## config.mk

```make
export PLATFORM = sky130hd
export DESIGN_NAME = stack_call_unit
export DESIGN_NICKNAME = d
export VERILOG_FILES = /design/src/rtl/stk_pkg.sv /design/src/rtl/stk_ptr.sv /design/src/rtl/stk_ctrl.sv /design/src/rtl/stk_unpack.sv /design/src/rtl/stack_call_unit.sv
export SDC_FILE = /design/constraint.sdc
export NUM_CORES = 1
export LEC_CHECK = 0
export BUFFER_PORTS_ARGS = -buffer_cell sky130_fd_sc_hd__buf_2
export CELL_PAD_IN_SITES_DETAIL_PLACEMENT = 2
export CELL_PAD_IN_SITES_GLOBAL_PLACEMENT = 2
export CORE_ASPECT_RATIO = 0.7
export CORE_MARGIN = 2
export CORE_UTILIZATION = 28
export DETAILED_ROUTE_END_ITERATION = 6
export PLACE_DENSITY = 0.79
export SKIP_LAST_GASP = 1
export SLEW_MARGIN = 30
export SYNTH_ARGS = -nofsm -noshare
export SYNTH_HDL_FRONTEND = slang
export SYNTH_SLANG_ARGS = --single-unit
```

## constraint.sdc

```tcl
create_clock -name clk -period 2.1 [get_ports clk]
set_input_delay 0.63 -clock clk [delete_from_list [all_inputs] [get_ports clk]]
set_output_delay 0.63 -clock clk [all_outputs]
set_load 0.05 [all_outputs]
```

## src/rtl/stk_pkg.sv

```systemverilog
package stk_pkg;
  localparam int OP_W    = 6;
  localparam int OP_PUSH = 0;
  localparam int OP_POP  = 1;
  localparam int OP_CALL = 2;
  localparam int OP_RET  = 3;
  localparam int OP_RETI = 4;
  localparam int OP_LOAD = 5;

  typedef enum logic [1:0] {
    ST_IDLE = 2'd0,
    ST_XFER = 2'd1,
    ST_FIN  = 2'd2
  } stk_state_t;
endpackage

```

## src/rtl/stk_ptr.sv

```systemverilog
module stk_ptr #(
  parameter int SPW = 8,
  parameter logic [SPW-1:0] SP_RST = 8'h07
) (
  input  logic           clk,
  input  logic           rst,
  input  logic           inc,
  input  logic           dec,
  input  logic           ld,
  input  logic [SPW-1:0] ld_val,
  output logic [SPW-1:0] sp_q
);
  always_ff @(posedge clk) begin
    if (rst)      sp_q <= SP_RST;
    else if (ld)  sp_q <= ld_val;
    else if (inc) sp_q <= sp_q + 1'b1;
    else if (dec) sp_q <= sp_q - 1'b1;
  end

  // reset value
  assert_reset_value_R1: assert property (@(posedge clk)
    rst |=> sp_q == SP_RST);

  // without a load the pointer moves by at most one, wrapping freely
  assert_single_step_R8: assert property (@(posedge clk) disable iff (rst)
    !ld |=> (sp_q == $past(sp_q)) || (sp_q == $past(sp_q) + 1'b1)
            || (sp_q == $past(sp_q) - 1'b1));
endmodule

```

## src/rtl/stk_ctrl.sv

```systemverilog
module stk_ctrl
  import stk_pkg::*;
#(
  parameter int DW  = 8,
  parameter int SPW = 8,
  parameter int NB  = 2
) (
  input  logic            clk,
  input  logic            rst,
  input  logic [OP_W-1:0] op_req,
  input  logic [DW-1:0]   push_byte,
  input  logic [NB*DW-1:0] call_addr,
  input  logic [SPW-1:0]  sp_q,
  output logic            sp_inc,
  output logic            sp_dec,
  output logic            sp_ld,
  output logic [SPW-1:0]  ram_addr,
  output logic [DW-1:0]   ram_wdata,
  output logic            ram_we,
  output logic            rd_valid,
  output logic            done,
  output logic            prio_rel
);
  localparam int IW = $clog2(NB + 1);

  stk_state_t       state_q;
  logic [OP_W-1:0]  op_q;
  logic [NB*DW-1:0] call_q;
  logic [IW-1:0]    cnt_q, idx_q;
  logic [SPW-1:0]   addr_q;
  logic [DW-1:0]    wdata_q;
  logic             we_q, rd_iss_q, rd_val_q, done_q, prio_q;

  logic [DW-1:0] call_bytes [NB];
  for (genvar g = 0; g < NB; g++) begin : g_split
    assign call_bytes[g] = call_q[g*DW +: DW];
  end

  logic [DW-1:0] next_byte;
  always_comb begin
    next_byte = '0;
    for (int i = 0; i < NB; i++)
      if (idx_q == IW'(i)) next_byte = call_bytes[i];
  end

  logic [OP_W-1:0] cur_op;
  logic cur_wr, req_ok, accept, issue, multi;
  assign cur_op = (state_q == ST_IDLE) ? op_req : op_q;
  assign cur_wr = cur_op[OP_PUSH] | cur_op[OP_CALL];
  assign req_ok = (op_req != '0) && ((op_req & (op_req - 1'b1)) == '0);
  assign accept = (state_q == ST_IDLE) && req_ok;
  assign multi  = op_req[OP_CALL] | op_req[OP_RET] | op_req[OP_RETI];
  assign issue  = (accept && !op_req[OP_LOAD]) ||
                  (state_q == ST_XFER && cnt_q != '0);
  assign sp_inc = issue && cur_wr;
  assign sp_dec = issue && !cur_wr;
  assign sp_ld  = accept && op_req[OP_LOAD];

  always_ff @(posedge clk) begin
    if (rst) begin
      state_q  <= ST_IDLE;
      op_q     <= '0;
      call_q   <= '0;
      cnt_q    <= '0;
      idx_q    <= '0;
      addr_q   <= '0;
      wdata_q  <= '0;
      we_q     <= 1'b0;
      rd_iss_q <= 1'b0;
      rd_val_q <= 1'b0;
      done_q   <= 1'b0;
      prio_q   <= 1'b0;
    end else begin
      done_q   <= 1'b0;
      prio_q   <= 1'b0;
      rd_val_q <= rd_iss_q;
      unique case (state_q)
        ST_IDLE: if (accept) begin
          op_q   <= op_req;
          call_q <= call_addr;
          if (op_req[OP_LOAD]) begin
            state_q <= ST_FIN;
          end else begin
            state_q  <= ST_XFER;
            cnt_q    <= multi ? IW'(NB - 1) : '0;
            idx_q    <= IW'(1);
            addr_q   <= cur_wr ? sp_q + 1'b1 : sp_q;
            wdata_q  <= op_req[OP_PUSH] ? push_byte : call_addr[DW-1:0];
            we_q     <= cur_wr;
            rd_iss_q <= !cur_wr;
          end
        end
        ST_XFER: begin
          if (cnt_q != '0) begin
            cnt_q   <= cnt_q - 1'b1;
            idx_q   <= idx_q + 1'b1;
            addr_q  <= cur_wr ? sp_q + 1'b1 : sp_q;
            wdata_q <= next_byte;
          end else begin
            we_q     <= 1'b0;
            rd_iss_q <= 1'b0;
            state_q  <= ST_FIN;
          end
        end
        default: begin
          done_q  <= 1'b1;
          prio_q  <= op_q[OP_RETI];
          state_q <= ST_IDLE;
        end
      endcase
    end
  end

  assign ram_addr  = addr_q;
  assign ram_wdata = wdata_q;
  assign ram_we    = we_q;
  assign rd_valid  = rd_val_q;
  assign done      = done_q;
  assign prio_rel  = prio_q;

  // every write lands at the address the pointer now holds
  assert_write_at_sp_R2: assert property (@(posedge clk) disable iff (rst)
    we_q |-> addr_q == sp_q);
  // every read targets the slot just above the lowered pointer
  assert_read_above_sp_R5: assert property (@(posedge clk) disable iff (rst)
    rd_iss_q |-> addr_q == sp_q + 1'b1);
  // release pulse only together with completion
  assert_release_with_done_R6: assert property (@(posedge clk) disable iff (rst)
    prio_q |-> done_q);
  // completion strobe lasts one cycle
  assert_done_single_R9: assert property (@(posedge clk) disable iff (rst)
    done_q |=> !done_q);
  // completion only when a new request may be taken
  assert_done_idle_R10: assert property (@(posedge clk) disable iff (rst)
    done_q |-> state_q == ST_IDLE);
endmodule

```

## src/rtl/stk_unpack.sv

```systemverilog
module stk_unpack #(
  parameter int DW = 8,
  parameter int NB = 2
) (
  input  logic             clk,
  input  logic             rst,
  input  logic             rd_valid,
  input  logic [DW-1:0]    rdata,
  output logic [NB*DW-1:0] cap_q
);
  always_ff @(posedge clk) begin
    if (rst)           cap_q <= '0;
    else if (rd_valid) cap_q <= {cap_q[NB*DW-DW-1:0], rdata};
  end
endmodule

```

## src/rtl/stack_call_unit.sv

```systemverilog
module stack_call_unit
  import stk_pkg::*;
#(
  parameter int DW  = 8,
  parameter int SPW = 8,
  parameter int PCW = 16,
  parameter logic [SPW-1:0] SP_RST = 8'h07
) (
  input  logic            clk,
  input  logic            rst,
  input  logic [OP_W-1:0] op_req,
  input  logic [DW-1:0]   push_byte,
  input  logic [PCW-1:0]  call_ret_addr,
  input  logic [SPW-1:0]  load_val,
  output logic [SPW-1:0]  sp,
  output logic [SPW-1:0]  ram_addr,
  output logic [DW-1:0]   ram_wdata,
  output logic            ram_we,
  input  logic [DW-1:0]   ram_rdata,
  output logic [DW-1:0]   pop_byte,
  output logic [PCW-1:0]  ret_addr,
  output logic            done,
  output logic            prio_release
);
  localparam int NB = PCW / DW;

  logic sp_inc, sp_dec, sp_ld, rd_valid;
  logic [PCW-1:0] cap;

  stk_ptr #(.SPW(SPW), .SP_RST(SP_RST)) u_ptr (
    .clk(clk), .rst(rst), .inc(sp_inc), .dec(sp_dec), .ld(sp_ld),
    .ld_val(load_val), .sp_q(sp)
  );

  stk_ctrl #(.DW(DW), .SPW(SPW), .NB(NB)) u_ctrl (
    .clk(clk), .rst(rst), .op_req(op_req), .push_byte(push_byte),
    .call_addr(call_ret_addr), .sp_q(sp), .sp_inc(sp_inc), .sp_dec(sp_dec),
    .sp_ld(sp_ld), .ram_addr(ram_addr), .ram_wdata(ram_wdata), .ram_we(ram_we),
    .rd_valid(rd_valid), .done(done), .prio_rel(prio_release)
  );

  stk_unpack #(.DW(DW), .NB(NB)) u_unpack (
    .clk(clk), .rst(rst), .rd_valid(rd_valid), .rdata(ram_rdata), .cap_q(cap)
  );

  assign pop_byte = cap[DW-1:0];
  assign ret_addr = cap;
endmodule

```

# [Yosys cells after proc, flatten, opt, wreduce, memory -nomap -nowiden]
# Cells that the tools add are included.
[word_totals] register_bits=72 input_bits=48 out_inout_bits=51 elab_cells=89
[op_classes] add_sub_neg=5 n_eq_ne=6 muxes=37 n_bitwise=4 reduce_logical=23
[op_table] operator="8-bit 2-to-1 mux" n=13
[op_table] operator="8-bit one-hot mux with 2 select lines" n=2
[op_table] operator="2-bit 2-to-1 mux" n=9
[op_table] operator="2-bit one-hot mux with 2 select lines" n=3
[op_table] operator="8-bit by 1-bit adder with 8-bit output, second input constant" n=1
[op_table] operator="4-bit AND reduction" n=2
[op_table] operator="8-bit by 1-bit subtractor with 8-bit output, second input constant" n=1
[op_table] operator="1-bit logical AND" n=7
[op_table] operator="1-bit 2-to-1 mux" n=7
[op_table] operator="6-bit bitwise AND" n=1
[op_table] operator="6-bit logical NOT" n=1
[op_table] operator="2-bit inequality test, second input constant" n=3
[op_table] operator="6-bit nonzero test" n=1
[op_table] operator="6-bit by 1-bit subtractor with 6-bit output, second input constant" n=1
[op_table] operator="2-bit by 1-bit == test with 1-bit output, second input constant" n=2
[op_table] operator="2-bit logical NOT" n=2
[op_table] operator="1-bit one-hot mux with 2 select lines" n=2
[op_table] operator="2-bit AND reduction" n=2
[op_table] operator="2-bit nonzero test" n=2
[op_table] operator="3-bit 2-to-1 mux" n=1
[op_table] operator="1-bit OR" n=3
[op_table] operator="3-bit nonzero test" n=1
[op_table] operator="3-bit OR reduction" n=1
[op_table] operator="2-bit by 1-bit adder with 2-bit output, second input constant" n=1
[op_table] operator="other kinds (5)" n=6

# [Longest topological paths before layout]
# Gate-level depths: netlist of run 1.
[depth] ltp_word=11 depth_mapped=9

# [Modules after synthesis]
# From an unflattened synthesis of run 1, not the netlist that was laid out.
[hier_totals] cells_unflattened=403 area_unflattened_um2=3751.1
[modules_own_cells] module="stk_ctrl" instances=1 cells_each=263 area_each_um2=2441.1 seq_area_each_um2=920.9
[modules_own_cells] module="stk_ptr" instances=1 cells_each=80 area_each_um2=669.4 seq_area_each_um2=160.2
[modules_own_cells] module="stk_unpack" instances=1 cells_each=52 area_each_um2=580.6 seq_area_each_um2=320.3
[modules_own_cells] module="stack_call_unit" instances=1 cells_each=8 area_each_um2=60.1 seq_area_each_um2=0.0

# [Least setup slack after synthesis of run 1]
# OpenSTA, ideal clock, no wires.
[synth_path] kind="input to register" from="input op_req[0]" to="register u_ctrl.wdata_q[3] (netlist: u_ctrl.ram_wdata[3])" arrival_time_ps=2046 t_required_ps=1972 slack_ps=-73 cell_stages=9 n_path_buf=3 path_cell_list="buf_2 -> xnor2_2 -> o2bb2ai_1 -> a221oi_1 -> buf_2 -> buf_2 -> a211oi_1 -> a21oi_1 -> nor2_1"
[synth_between] elab_chain_cells=7 elab_cells_between_ends=12
[synth_rtl] element="start: declaration" line_no="stack_call_unit.sv:11" rtl="input logic [OP_W-1:0] op_req,"
[synth_rtl] element="6-bit by 1-bit subtractor with 6-bit output" line_no="stk_ctrl.sv:50" rtl="assign req_ok = (op_req != '0) && ((op_req & (op_req - 1'b1)) == '0);"
[synth_rtl] element="6-bit bitwise AND" line_no="stk_ctrl.sv:50"
[synth_rtl] element="6-bit logical NOT" line_no="stk_ctrl.sv:50"
[synth_rtl] element="1-bit logical AND" line_no="stk_ctrl.sv:50"
[synth_rtl] element="1-bit logical AND" line_no="stk_ctrl.sv:51" rtl="assign accept = (state_q == ST_IDLE) && req_ok;"
[synth_rtl] element="2-bit by 1-bit inequality test with 1-bit output (no source line)"
[synth_rtl] element="4-bit AND reduction (no source line)"
[synth_rtl] element="end signal: assignment" line_no="stk_ctrl.sv:88" rtl="wdata_q <= op_req[OP_PUSH] ? push_byte : call_addr[DW-1:0];"
[synth_rtl] element="end signal: assignment" line_no="stk_ctrl.sv:98" rtl="wdata_q <= next_byte;"
[synth_rtl] element="end: declaration" line_no="stk_ctrl.sv:31" rtl="logic [DW-1:0] wdata_q;"
# Several ways; a longest one is shown, not always the timed one. The select of a mux whose other input is x is not followed.
# A chain may end at the register's enable or synchronous reset.

# [Worst setup path after layout of run 1]
[layout_path] from="register u_ctrl.state_q[0]" to="register u_ptr.sp_q[5]"
[layout_between] elab_chain_cells=7 elab_cells_between_ends=15
[layout_rtl] element="start: declaration" line_no="stk_ctrl.sv:26" rtl="stk_state_t state_q;"
[layout_rtl] element="start signal: assignment" line_no="stk_ctrl.sv:61" rtl="state_q <= ST_IDLE;"
[layout_rtl] element="start signal: assignment" line_no="stk_ctrl.sv:82" rtl="state_q <= ST_FIN;"
[layout_rtl] element="start signal: assignment" line_no="stk_ctrl.sv:84" rtl="state_q <= ST_XFER;"
[layout_rtl] element="2-bit logical NOT" line_no="stk_ctrl.sv:48, stk_ctrl.sv:51"
[layout_rtl] element="1-bit logical AND" line_no="stk_ctrl.sv:51"
[layout_rtl] element="1-bit logical AND" line_no="stk_ctrl.sv:53" rtl="assign issue = (accept && !op_req[OP_LOAD]) ||"
[layout_rtl] element="1-bit logical OR" line_no="stk_ctrl.sv:53"
[layout_rtl] element="1-bit logical AND" line_no="stk_ctrl.sv:55" rtl="assign sp_inc = issue && cur_wr;"
[layout_rtl] element="8-bit 2-to-1 mux" line_no="stk_ptr.sv:16" rtl="else if (inc) sp_q <= sp_q + 1'b1;"
[layout_rtl] element="8-bit 2-to-1 mux" line_no="stk_ptr.sv:15" rtl="else if (ld) sp_q <= ld_val;"
[layout_rtl] element="end signal: assignment" line_no="stk_ptr.sv:15"
[layout_rtl] element="end signal: assignment" line_no="stk_ptr.sv:16"
[layout_rtl] element="end signal: assignment" line_no="stk_ptr.sv:17" rtl="else if (dec) sp_q <= sp_q - 1'b1;"
[layout_rtl] element="end: declaration" line_no="stk_ptr.sv:11" rtl="output logic [SPW-1:0] sp_q"
# Several ways; a longest one is shown, not always the timed one.

==> results.yml, run 1 <==
worst_setup_path:
  crit_path_start_kind: "flip-flop"
  crit_required_ps: 2360
  crit_fanout: 5
  crit-reg2reg-launch: "u_ctrl.state_q[0]"
  r2r-end: "u_ptr.sp_q[5]"
  ff2ff_setup_slack_ps: -50
  worst-r2r-cell-count: 7
  cp.arrival_ps: 2400
  critPathCaptureType: "flip-flop"
  worst-setup-path-type: "flip-flop to flip-flop"
placed_design:
  post-place-cells: 670
  gp_congestion: 0.9333
  dp_hpwl_um: 9699
  dp_slack_ps: -344.4
  io_buffer_count: 98
finish:
  area_growth_pct: 43.48
  diodes: 0
  layout_common_cells: "buf_2 (95), nor2_1 (72), dfxtp_1 (69), buf_4 (50), mux2i_1 (43)"
  fin_nets: 583
  final_cells: 696
  fill_cells: 1368
  layout.cells.most_common: "buf_2"
  drive_above_1_share_pct: 39.70
yosys:
  ys_warn_count: 0
  synth_seq_cells: 70
  syn_inst: 400
  synth-edff-count: 0
  ys_types: 59
  synthArstFlopShare_pct: 0
  synth.avg_cell_area_um2: 8.949
  synthTopCellsByArea: "dfxtp_1 (39%), mux2i_1 (13%), nor2_1 (7.9%), a211oi_1 (5.2%), nand2_1 (2.6%)"
  synth_top_area_share_pct: 39.15
  synthFlopType: "dfxtp_1"
  synth_fp_nets: 453
  yosysSeqAreaShare_pct: 39.15
  yosysTopAreaCell: "dfxtp_1"
  netlist_area_um2: 3580
run_status:
  status: "complete, but fails checks"
  violations: "negative setup slack"
die:
  die_h_um: 98.60
  die_w_um: 139.1
  die_area_um2: 13720
  io_pins: 99
  rows: 34
  floorplan.initialDensity_pct: 28.72
  design.core.area_um2: 12460
clock_network:
  clock-sinks: 70
  holdBufCountCts: 0
  cts_buffer_depth: 2
  cts_htree_levels: 3
  clk_pin_slew_worst_paths_ps: 60
  cts_tree: "done"
  numCtsBuffers: 9
  clk_latency_ps: 340
  root_buffer: "clkbuf_16"
job:
  max_cap_violations: 0
sta:
  worst_pin_slew_ps: 695.9
  post-route-period-util_pct: 102.2
  rsz0062_at_grt: "yes"
  setup_ws_ps: -46.01
  drv_slew: 0
  min_period_ps: 2146
  maxSlewHeadroom_pct: 53.61
  hold_viol: 0
  fmax_mhz: 466.0
  setup_viol: 7
  fin_hold_ws_ps: 472.6
  fin_worst_skew_ps: 6.887
global_route:
  grt_max_degree: 30
  grt_usage_pct: 21.11
  grt-ovfl-total: 0
  grt_pass1_vias: 3885
  antenna_found_initial: 0
  grt_first_pass_wirelength_um: 22340
drt:
  drt-total-wl_um: 16000
  routedWlPerCell_um: 22.98
  postRouteAntennaNets: 0
  drc: 0
  dr.first_iter.drc_count: 168
  drt-pass1-iter-count: 4
  routed_via_density: 5.292
  vias: 3683
hold_path:
  hold_end: "u_ctrl.rd_iss_q"
  hold_start: "u_ctrl.rd_iss_q"
  hold_class: "flip-flop to flip-flop"
  min_path_cells: 2
power:
  power_density_nw_per_um2: 783.7
  p_leak_nw: 2.155
  vdd_drop_max_v: 0.0003547
critical path, cell delays in order (launching register included):
cell and delay, ps:
dfxtp_1 500, nor3_2 130, nor4b_4 170, or4_4 500, nor4_2 320, buf_4 170
o211ai_1 90, a31oi_1 180
how the worst max path moves through the flow:
stage,startpoint,end,slack (ps),cells after the start
after floorplan,op_req[2],u_ptr.sp_q[2],-30,7
final,u_ctrl.state_q[0],u_ptr.sp_q[5],-50,7
after global routing,u_ctrl.state_q[0],u_ptr.sp_q[5],-110,7
after detailed placement,op_req[3],u_ptr.sp_q[5],-340,8
after global placement,op_req[0],u_ptr.sp_q[7],-240,9
after CTS,op_req[3],u_ptr.sp_q[6],7,9
power by group:
group	total (mW)	internal, mW	switching [mW]
Combinational	0.790	0.307	0.484
Clock	1.78	1.18	0.593
Sequential	1.46	1.38	0.0761
Total	4.03	2.87	1.15
registers in the layout, indices dropped and copies added (netlist names):
| register | cells |
|---|---|
| u_ctrl.ram_addr | 8 |
| u_ctrl.done | 1 |
| u_ctrl.ram_wdata | 8 |
| u_ctrl.prio_rel | 1 |
| u_ctrl.ram_we | 1 |
| u_ptr.sp_q | 8 |
| u_ctrl.state_q | 2 |
| u_ctrl.rd_iss_q | 1 |
| u_ctrl.call_q | 16 |
| u_ctrl.op_q | 3 |
| u_ctrl.rd_valid | 1 |
| u_unpack.cap_q | 16 |
| u_ctrl.idx_q | 2 |
| u_ctrl.cnt_q | 2 |
layout make-up:
type / instances / area, um2 / share of cell area (%)
clock buffer: 11 / 242.7 / 4.726
clock inverter: 4 / 95.09 / 1.851
inverter: 11 / 41.29 / 0.8039
multi-input combinational: 280 / 2092 / 40.73
sequential: 70 / 1403 / 27.31
tap: 162 / 202.7 / 3.946
timing repair buffer: 158 / 1060 / 20.63
cell usage after synthesis (2+ instances only):
cell       instances
buf_1              2
buf_2              8
buf_6              3
ha_1               5
o211ai_1           4
a21oi_1           16
nor4_1             4
nand2_1           25
a221oi_1           4
nand4_1            5
xor2_1             3
a22oi_1            2
nor2_2             2
o2111ai_1          2
dfxtp_1           70
clkbuf_1          16
o31a_1             2
nand2b_1           3
mux2i_1           45
or2_1              2
buf_4             10
a31oi_1            5
xnor2_1            4
or4_1              2
nor3_1             4
nor2b_1            3
a21o_1             2
a211oi_1          25
nor2_1            75
inv_1             11
or3_1              2
o21ai_0            4
nand3_1            3
a2111o_1           2
kinds of logic after synthesis:
group	Yosys count	synth area share, %
AND/OR/NAND/NOR	140	18.91
AO/OA/AOI/OAI	82	18.25
flip-flops	70	39.15
buffers and inverters	50	7.200
multiplexers	45	12.58
XOR/XNOR	8	2.167
adder cells (fa/ha/maj)	5	1.748
metrics by stage:
step           setup TNS, ps  util (%)  power (mW)  instance area (um2)
2_1_floorplan         -35.98         -       1.893                 3626
3_3_place_gp           -8505     36.12       2.127                 4502
3_5_place_dp          -12040     36.12       2.161                 4502
4_1_cts                    0     39.27       3.965                 4895
5_1_grt               -721.6     41.21       4.181                 5136
6_report              -134.8     41.21       4.025                 5136
layer usage:
layer	up-vias	GRT usage [%]	wire [um]
li1	1683	-	-
met1	1859	26.92	6958
met2	111	35.62	7990
met3	30	4.859	663
met4	0	6.915	384
met5	-	0	0
repair_timing:
item | CTS | global route
gates resized for setup | 8 | 36
buffers inserted | 2 | 7
setup endpoints to repair | 13 | 31
pin swaps | 1 | 11
cloned | 0 | 2
Power figures use the tool's default switching activity.
==> run 2, diff against run 1 <==
--- a/config.mk
+++ b/config.mk
@@ -12,7 +12,7 @@
 export CORE_MARGIN = 2
 export CORE_UTILIZATION = 28
 export DETAILED_ROUTE_END_ITERATION = 6
-export PLACE_DENSITY = 0.79
+export PLACE_DENSITY = 0.77
 export SKIP_LAST_GASP = 1
 export SLEW_MARGIN = 30
 export SYNTH_ARGS = -nofsm -noshare
==> results.yml, run 2 (synthesis gave the netlist of run 1 again) <==
clock_network:
  cts_htree_levels: 3
  cts_buffer_depth: 2
  numCtsBuffers: 9
  clock-sinks: 70
  root_buffer: "clkbuf_16"
  holdBufCountCts: 0
  clk_pin_slew_worst_paths_ps: 60
  clk_latency_ps: 340
  cts_tree: "done"
drt:
  postRouteAntennaNets: 0
  routed_via_density: 5.066
  drc: 0
  vias: 3480
  dr.first_iter.drc_count: 137
  routedWlPerCell_um: 18.66
  drt-total-wl_um: 12820
  drt-pass1-iter-count: 4
placed_design:
  dp_hpwl_um: 9302
  gp_congestion: 0.8535
  dpl_cell_area_um2: 4484
  io_buffer_count: 98
die:
  die_area_um2: 13720
  floorplan.initialDensity_pct: 28.72
  die_w_um: 139.1
  design.core.area_um2: 12460
  die_h_um: 98.60
  io_pins: 99
  rows: 34
finish:
  area_growth_pct: 37.57
  layout.cells.most_common: "buf_2"
  layout_common_cells: "buf_2 (98), nor2_1 (74), dfxtp_1 (68), mux2i_1 (44), buf_4 (40)"
  fill_cells: 1397
  ff_latch_area_um2: 1404
  multi_input_area_um2: 2004
  largest_registers: "u_ctrl.call_q (16), u_unpack.cap_q (16)"
  final_core_util_pct: 39.51
  diodes: 0
  fin_nets: 573
  final_cell_area_um2: 4925
  drive_above_1_share_pct: 36.00
sta:
  maxSlewHeadroom_pct: 50.75
  drv_slew: 0
  hold_viol: 0
  post-route-period-util_pct: 101.3
  fin_worst_skew_ps: 5.845
  fmax_mhz: 470.1
  min_period_ps: 2127
  rsz0062_at_grt: "yes"
  setup_ws_ps: -27.25
  worst_pin_slew_ps: 732.0
  setup_viol: 1
hold_path:
  hold_start: "u_ctrl.rd_iss_q"
  hold_class: "flip-flop to flip-flop"
  hold_end: "u_ctrl.rd_iss_q"
  min_path_cells: 2
worst_setup_path:
  crit_required_ps: 2310
  cp.arrival_ps: 2340
  path_cells: "buf_2, buf_6, nand2b_4, a2111oi_4, o31a_1, buf_6, clkbuf_16, mux2i_1, nor2_1"
  crit_path_frequent_cell: "buf_6"
  worst-r2r-cell-count: 8
  crit_fanout: 10
  crit_path_start_kind: "primary input"
  r2r-end: "u_ptr.sp_q[5]"
  crit-reg2reg-launch: "u_ctrl.cnt_q[0]"
  critPathCaptureType: "flip-flop"
  crit_path_max_incr_delay_ps: 390
  slowest_stage: "a2111oi_4"
  ff2ff_setup_slack_ps: 120
  worst-setup-path-type: "primary input to flip-flop"
global_route:
  grt_pass1_vias: 3760
  grt_first_pass_wirelength_um: 19870
  grt_usage_pct: 18.24
  grt_max_degree: 36
  antenna_found_initial: 0
  grt-ovfl-total: 0
power:
  p_total_mw: 3.701
  vdd_drop_max_v: 0.0004944
  p_leak_nw: 2.048
  power_density_nw_per_um2: 751.4
run_status:
  violations: "negative setup slack"
  status: "complete, but fails checks"
job:
  max_cap_violations: 0
==> run 2: cell types whose count changed in the layout (fill, tap and decap cells not counted), sizes merged <==
cell and change:
clkinvlp +2, clkbuf -2, clkinv +1, inv +2, bufinv -2, buf -10
==> run 2: critical path, delay by kind of cell <==
family | cells | cell delay (ps)
buf+inv | 4 | 620
mux | 1 | 240
compound gates | 2 | 600
simple gates | 2 | 230
==> run 2: final cells by class <==
cell class                 count  share of cell area [%]
multi-input combinational    280                   40.70
sequential                    70                   28.51
timing repair buffer         148                   19.79
clock buffer                   9                   4.573
tap                          162                   4.116
clock inverter                 7                   1.474
inverter                      11                  0.8384
==> run 2: per-stage QoR <==
step | std cells | TNS [ps] | worst slack [ps] | hold slack (ps)
2_1_floorplan | 400 | -35.98 | -34.47 | 427.4
3_3_place_gp | 666 | -8496 | -284.6 | 437.4
3_5_place_dp | 666 | -12370 | -344.1 | 456.8
4_1_cts | 682 | 0 | 3.025 | 466.8
5_1_grt | 687 | -323.1 | -147.1 | 484.7
6_report | 687 | -27.25 | -27.25 | 463.0
==> run 2: power by group <==
part / total (mW) / internal (mW) / switching [mW]
Combinational: 0.699 / 0.272 / 0.427
Clock: 1.55 / 0.924 / 0.627
Sequential: 1.45 / 1.38 / 0.0703
Total: 3.70 / 2.58 / 1.13
==> run 2: metal layers <==
| layer | up-vias | share of wire, % | GRT usage [%] |
|---|---|---|---|
| li1 | 1665 | - | - |
| met1 | 1733 | 47 | 23.90 |
| met2 | 69 | 48 | 30.81 |
| met3 | 13 | 3.4 | 3.547 |
| met4 | 0 | 1.1 | 5.284 |
| met5 | - | 0 | 0 |
==> run 2: how the worst max path moves through the flow <==
stage / start / slack, ps / end / cells after the start
6_report: op_req[2] / -30 / u_ctrl.call_q[7] / 9
3_3_place_gp: op_req[2] / -280 / u_ptr.sp_q[3] / 8
3_5_place_dp: op_req[2] / -340 / u_ptr.sp_q[3] / 8
4_1_cts: op_req[0] / 3 / u_ptr.sp_q[3] / 8
5_1_grt: op_req[3] / -150 / u_ctrl.call_q[7] / 10
2_1_floorplan: op_req[2] / -30 / u_ptr.sp_q[2] / 7
==> run 2: repair_timing <==
action                     4_1_cts  5_1_grt
gates resized for setup          0       13
cloned                           0        2
buffers inserted                 0        3
pin swaps                        1        5
setup endpoints to repair        1       35
